## src/rtl/fan_sel_pkg.sv

```systemverilog
// Package: shared types for the fan speed selector.
// Assumes nothing beyond being compiled before the modules that import it.
package fan_sel_pkg;

    // Run/park decision carried between the park controller and the decoder.
    typedef enum logic {
        FAN_PARK = 1'b0,
        FAN_RUN  = 1'b1
    } fan_mode_e;

endpackage

```

## src/rtl/fan_level_ring.sv

```systemverilog
// Module: fan_level_ring
// Holds the remembered speed level and advances it by one on each step
// pulse, wrapping from the last level to the first. The park state is not
// seen here, so the level survives any number of parked cycles.
// Assumes step_i is a single-cycle pulse synchronous to clk.
module fan_level_ring #(
    parameter int N_LEVELS = 4,
    localparam int LVL_W = (N_LEVELS > 1) ? $clog2(N_LEVELS) : 1
) (
    input  logic             clk,
    input  logic             rst_n,
    input  logic             step_i,
    output logic [LVL_W-1:0] level_o
);

    localparam logic [LVL_W-1:0] LAST_LVL = LVL_W'(N_LEVELS - 1);

    logic [LVL_W-1:0] lvl_q;

    // Level register: reset to the first level, advance and wrap on step.
    always_ff @(posedge clk) begin
        if (!rst_n) begin
            lvl_q <= '0;
        end else if (step_i) begin
            if (lvl_q == LAST_LVL) begin
                lvl_q <= '0;
            end else begin
                lvl_q <= lvl_q + 1'b1;
            end
        end
    end

    assign level_o = lvl_q;

    // a step from the last level lands on the first.
    p_wrap_r3: assert property (@(posedge clk) disable iff (!rst_n)
        (step_i && level_o == LAST_LVL) |=> (level_o == '0));

    // a step below the last level adds exactly one.
    p_step_r2: assert property (@(posedge clk) disable iff (!rst_n)
        (step_i && level_o != LAST_LVL) |=> (level_o == $past(level_o) + 1'b1));

    // without a step the level holds.
    p_hold_r7: assert property (@(posedge clk) disable iff (!rst_n)
        !step_i |=> $stable(level_o));

endmodule

```

## src/rtl/fan_park_ctrl.sv

```systemverilog
// Module: fan_park_ctrl
// Two-state controller that sends the fan to park whenever the device
// request is idle and back to run when it returns. Reset leaves it parked.
// Assumes req_i is synchronous to clk.
module fan_park_ctrl
    import fan_sel_pkg::*;
(
    input  logic      clk,
    input  logic      rst_n,
    input  logic      req_i,
    output fan_mode_e mode_o
);

    fan_mode_e mode_q;
    fan_mode_e mode_d;

    // Next mode: run while a request is present, otherwise park.
    always_comb begin
        mode_d = mode_q;
        unique case (mode_q)
            FAN_PARK: if (req_i)  mode_d = FAN_RUN;
            FAN_RUN:  if (!req_i) mode_d = FAN_PARK;
            default:  mode_d = FAN_PARK;
        endcase
    end

    // Mode register: reset to park so the fan stays off until asked.
    always_ff @(posedge clk) begin
        if (!rst_n) begin
            mode_q <= FAN_PARK;
        end else begin
            mode_q <= mode_d;
        end
    end

    assign mode_o = mode_q;

endmodule

```

## src/rtl/fan_level_decode.sv

```systemverilog
// Module: fan_level_decode
// Turns the remembered level and the run/park mode into the one-hot drive
// vector and the fan enable. Purely combinational.
// Assumes level_i is below N_LEVELS.
module fan_level_decode
    import fan_sel_pkg::*;
#(
    parameter int N_LEVELS = 4,
    localparam int LVL_W = (N_LEVELS > 1) ? $clog2(N_LEVELS) : 1
) (
    input  logic [LVL_W-1:0]    level_i,
    input  fan_mode_e           mode_i,
    output logic [N_LEVELS-1:0] onehot_o,
    output logic                en_o
);

    // One bit per level: set only for the selected level while running.
    for (genvar g = 0; g < N_LEVELS; g++) begin : g_bit
        assign onehot_o[g] = (mode_i == FAN_RUN) && (level_i == LVL_W'(g));
    end

    // Enable follows the run mode.
    assign en_o = (mode_i == FAN_RUN);

    // never more than one drive bit.
    always_comb begin
        p_onehot_r8: assert ($onehot0(onehot_o));
    end

endmodule

```

## src/rtl/fan_speed_selector.sv

```systemverilog
// Module: fan_speed_selector (top)
// Single-button fan speed selector with automatic park. The level ring
// keeps the chosen speed; the park controller follows the device request;
// the decoder builds the outputs. All results appear one edge after input.
// Assumes btn_pulse is debounced, single-cycle and synchronous to clk.
module fan_speed_selector
    import fan_sel_pkg::*;
#(
    parameter int N_LEVELS = 4,
    localparam int LVL_W = (N_LEVELS > 1) ? $clog2(N_LEVELS) : 1
) (
    input  logic                clk,
    input  logic                rst_n,
    input  logic                btn_pulse,
    input  logic                dev_active,
    output logic [LVL_W-1:0]    level_code,
    output logic [N_LEVELS-1:0] fan_onehot,
    output logic                fan_en
);

    logic [LVL_W-1:0] level_w;
    fan_mode_e        mode_w;

    // Speed memory.
    fan_level_ring #(.N_LEVELS(N_LEVELS)) i_ring (
        .clk     (clk),
        .rst_n   (rst_n),
        .step_i  (btn_pulse),
        .level_o (level_w)
    );

    // Run/park tracking.
    fan_park_ctrl i_park (
        .clk    (clk),
        .rst_n  (rst_n),
        .req_i  (dev_active),
        .mode_o (mode_w)
    );

    // Output decoding.
    fan_level_decode #(.N_LEVELS(N_LEVELS)) i_dec (
        .level_i  (level_w),
        .mode_i   (mode_w),
        .onehot_o (fan_onehot),
        .en_o     (fan_en)
    );

    assign level_code = level_w;

    // the cycle after reset shows level 1 with the fan off.
    p_reset_r1: assert property (@(posedge clk)
        !rst_n |=> (level_code == '0 && !fan_en && fan_onehot == '0));

    // an idle request parks the fan at the next edge.
    p_park_r4: assert property (@(posedge clk) disable iff (!rst_n)
        !dev_active |=> (!fan_en && fan_onehot == '0));

    // a present request drives exactly the remembered level.
    p_resume_r5: assert property (@(posedge clk) disable iff (!rst_n)
        dev_active |=> (fan_en && fan_onehot == (N_LEVELS'(1) << level_code)));

    // presses while parked change the level but not the enable.
    p_parked_press_r6: assert property (@(posedge clk) disable iff (!rst_n)
        (btn_pulse && !dev_active) |=> (!fan_en && level_code != $past(level_code)));

endmodule

```

## config.mk

```make
export PLATFORM = sky130hd
export DESIGN_NAME = fan_speed_selector
export DESIGN_NICKNAME = d
export VERILOG_FILES = /design/src/rtl/fan_sel_pkg.sv /design/src/rtl/fan_level_ring.sv /design/src/rtl/fan_park_ctrl.sv /design/src/rtl/fan_level_decode.sv /design/src/rtl/fan_speed_selector.sv
export SDC_FILE = /design/constraint.sdc
export NUM_CORES = 1
export LEC_CHECK = 0
export BUFFER_PORTS_ARGS = -buffer_cell sky130_fd_sc_hd__buf_2
export CORE_AREA = 2 2 39 41
export CTS_BUF_LIST = sky130_fd_sc_hd__clkbuf_2 sky130_fd_sc_hd__clkbuf_4 sky130_fd_sc_hd__clkbuf_8
export CTS_CLUSTER_SIZE = 25
export DETAILED_ROUTE_END_ITERATION = 6
export DIE_AREA = 0 0 41 43
export GPL_ROUTABILITY_DRIVEN = 0
export PLACE_DENSITY = 0.46
export SETUP_SLACK_MARGIN = 0.15
export SYNTH_ARGS = -nofsm -noshare
export SYNTH_HDL_FRONTEND = slang
export SYNTH_SLANG_ARGS = --single-unit
```

## constraint.sdc

```tcl
create_clock -name clk -period 1.3 [get_ports clk]
set_input_delay 0.195 -clock clk [delete_from_list [all_inputs] [get_ports clk]]
set_output_delay 0.195 -clock clk [all_outputs]
set_load 0.01 [all_outputs]
```

# Word-level counts from Yosys, hierarchy flattened
# Cells that the tools add are included.
# Widths: inputs -> output; s select.
classes:
  add_sub_neg: 1
  n_eq_ne: 3
  n_mux: 2
  n_reduce_logical: 5
op_table:
  columns: ["cell", "count"]
  rows:
  - ["$eq 2x2->1 const B", 2]
  - ["$logic_and 1x1->1", 4]
  - ["$add 2x1->2 const B", 1]
  - ["$eq 2x1->1 const B", 1]
  - ["$logic_not 2->1", 1]
  - ["$mux 2", 1]
  - ["$mux 1", 1]
word_totals:
  reg_bits: 3

# Logic depth before layout (Yosys ltp)
logic_depth:
  ltp_word: 2
  mapped_depth: 4

# Modules after synthesis
# A second synthesis with hierarchy kept.
unflattened:
  hier_cells: 15
  area_unflattened_um2: 166.4
by_module_without_submodules:
  columns: ["module", "instances", "cells_per_inst", "area_per_inst_um2", "seq_area_each_um2"]
  rows:
  - ["fan_level_ring", 1, 8, 95.1, 40.0]
  - ["fan_level_decode", 1, 5, 45.0, 0.0]
  - ["fan_park_ctrl", 1, 2, 26.3, 20.0]

# Worst setup path before layout
# No wires, ideal clock.
synth_timing:
  kind: "reg-to-reg"
  startpoint: "reg i_ring.lvl_q[0] (netlist: i_ring.level_o[0])"
  endpoint: "reg i_ring.lvl_q[1] (netlist: i_ring.level_o[1])"
  setup_ps: 116
  arrival_time_ps: 975
  required_time_ps: 1184
  path_slack_ps: 209
  path_stages_with_launch: 5
  n_path_buf: 0
  cell_sequence: "dfxtp_1 -> inv_1 -> ha_1 -> mux2i_1 -> nor2b_1"
synth_via:
  elab_chain_len: 2
  elab_cells_between_ends: 3
  cone_classes: "add/sub: 1; eq/ne: 1; mux: 1"
synth_lines:
  columns: ["item", "line", "text"]
  rows:
  - ["from (decl)", "fan_level_ring.sv:18", "logic [LVL_W-1:0] lvl_q;"]
  - ["from (signal assigned)", "fan_level_ring.sv:28", "lvl_q <= lvl_q + 1'b1;"]
  - ["$add 2x1->2 / $eq 2x2->1 (equally long branches)", "fan_level_ring.sv:28, fan_level_ring.sv:25", null]
  - ["$mux 2 *", "fan_level_ring.sv:25", "if (lvl_q == LAST_LVL) begin"]
# Every way passes the cells marked *; elsewhere a longest branch is shown, timed or not.
# A chain may end at the register's enable or synchronous reset.

# Worst setup path after layout
layout_timing:
  startpoint: "reg i_ring.lvl_q[0] (netlist: i_ring.level_o[0])"
  endpoint: "out fan_onehot[2]"
layout_via:
  elab_chain_len: 2
layout_lines:
  columns: ["item", "line", "text"]
  rows:
  - ["$eq 2x2->1", "fan_level_decode.sv:19", "assign onehot_o[g] = (mode_i == FAN_RUN) && (level_i == LVL_W'(g));"]
  - ["$logic_and 1x1->1", "fan_level_decode.sv:19", null]
  - ["to (decl)", "fan_speed_selector.sv:17", "output logic [N_LEVELS-1:0] fan_onehot,"]
# Every way passes these cells.

==> results.md <==
- Status: finished, final reports clean
- Clock sink count: 3
- Synth-to-Final Area Change: 75.8%
- Violation count after the first detailed-route iteration: 0
- Clock tree root driver cell: clkbuf_4
- Worst path slowest cell: dfxtp_4
- HPWL after DPL: 297 µm
- Residual DRC: 0
- Routed Antenna Nets: 0
- CP required: 1110 ps
- # port buffers: 10
- Max cap viols: 0
- Clk_lat worst skew: 230 ps
- Reg power frac: 0.310
- Setup_tns: 0 ps
- Placement Rows: 14
- RSZ-0062 raised after global routing: true
- Fmax: 813 MHz
- Die Area: 1760 µm²
- Yosys cell types: 8
- PwrDens: 1030 nW/µm²
- DIE HEIGHT: 43 µm
- Most frequent cells in the layout: buf_2 (8), ha_2 (4), clkbuf_4 (4)
- Switching Share: 0.227
- Crit path buf inv count: 2
- Clk buf depth: 2
- Pre-antenna DRT Iters: 1
- Die Wd: 41 µm
- Final std cells w/o fill: 50
- Starting density of the core: 0.138
- Num CTS Buffers: 3
- Final Cycle Share: 0.946
- First-pass GRT wire length: 572 µm
- Final hold violations: 0
- Flops & latches, synth: 3
- Tmin final: 1230 ps
- Critical Path AT: 1040 ps
- Syn Nets: 27
- Vias: 171
- CP max FO: 4
- Cell total after placement: 45
- Clk slew on worst S/H paths: 40 ps
- Pin count of the biggest net entering global routing: 6
- Fill count: 149
- Sequential area share after synthesis: 0.314
- Final setup fails: 0
- Vias in the first global route: 147
- CP Class: reg -> out
- Final nets: 43
- Switching power: 79.0 µW
- Gate count after technology mapping: 19
- Wire length per cell: 7.04 µm
- Initial antenna violation count: 0
- IR drop worst, VDD: 0.280 mV
- Largest delay share family, worst path: flip-flops
- Setup crit start kind: flop
- CP max stage delay: 370 ps
- Register-to-register setup slack: 350 ps
- GRT Total Usage: 0.0552
- I/O pin count: 11
- Avg Cell Area, Syn: 10.1 µm²
- Layout cells sized above 1: 0.765
- Tightest Hold Check Type: in -> reg
- Worst Tran Pin Value: 112 ps
- Placeable Area: 1380 µm²
- Hold_ws: 177 ps
- Commonest non-fill, non-tap cell in the layout: buf_2
- Crit. End Element: primary output
- WL final: 352 µm
- Int Pwr: 269 µW
- Overflow after GRT: 0
- Final Skew: 1.25 ps
- Static leakage: 0.000163 µW
- Clock Power Share: 0.522
- Routed vias/inst: 3.42
- Comb pwr share: 0.168
- Fin. max-slew vios: 0
- Cell Area, Synth: 191 µm²
- Worst rel slew slack: 0.923
- YS warnings: 0
- Crit-path cells: inv_4, ha_2, and2_1, buf_2
- N_diodes: 0
- CTS tree: done
- # H-tree levels: 1
- Overall Power: 348 µW
[final cells by class]
type	instances	area [µm²]	area share
Multi-Input combinational cell	14	139	0.413
Tap cell	16	20.0	0.0595
Inverter	2	10.0	0.0297
Timing Repair Buffer	11	70.1	0.208
Clock buffer	4	30.0	0.0892
Sequential cell	3	67.6	0.201
[Yosys cell counts]
library cell	count	area, µm²
and2_1	5	31.3
dfxtp_1	3	60.1
ha_1	4	50.1
inv_1	2	7.51
mux2i_1	1	10.0
nor2b_1	2	12.5
nor3b_2	1	12.5
o21a_1	1	7.51
[state kept, by name, indices dropped and copies added (netlist names)]
register,count
i_park.mode_o,1
i_ring.level_o,2
[power groups by stage]
stage	combinational, µW	clock (µW)	sequential (µW)
after floorplan	23.0	0	111
after global placement	44.8	0	109
after detailed placement	45.7	0	109
after CTS	51.7	190	107
after global routing	67.7	202	110
final	58.4	182	108
[repair_timing]
| action | in CTS | in global routing |
|---|---|---|
| gates resized for setup | 10 | 5 |
| buffers inserted | 1 | 0 |
| endpoints found under the setup margin | 4 | 4 |
| pin swaps | 2 | 0 |
| hold buffers | 0 | 0 |
[logic make-up (layout without fill, tap and decap cells)]
group           Yosys count  in the layout  synth area share
simple gates              8              8             0.294
fa+ha+maj                 4              4             0.261
buf+inv                   2             17            0.0392
flops                     3              3             0.314
compound gates            1              1            0.0392
mux                       1              1            0.0523
[layer usage]
metal,up-vias,track usage,part of all wire
met5,-,0,0
met4,0,0.0600,0
met3,0,0.0471,0.17
met2,11,0.0594,0.40
met1,69,0.0577,0.43
li1,91,-,-
[metrics by stage]
stage | worst slack (ps) | cell area, µm² | utilization
2_1_floorplan | 209 | 191 | -
3_3_place_gp | 144 | 262 | 0.189
3_5_place_dp | 140 | 262 | 0.189
4_1_cts | 50.9 | 317 | 0.229
5_1_grt | 16.9 | 337 | 0.243
6_report | 70.0 | 337 | 0.243
[final timing paths]
check                                   end                      startpoint  depth (start not counted)
max                           fan_onehot[2]  i_ring.level_o[0]$_SDFFE_PN0P_                          4
min                i_park.mode_o$_SDFF_PN0_                      dev_active                          2
max reg2reg  i_ring.level_o[1]$_SDFFE_PN0P_  i_ring.level_o[0]$_SDFFE_PN0P_                          4
min reg2reg  i_ring.level_o[1]$_SDFFE_PN0P_  i_ring.level_o[1]$_SDFFE_PN0P_                          2
Note: power is estimated with default switching activity, not from simulation.
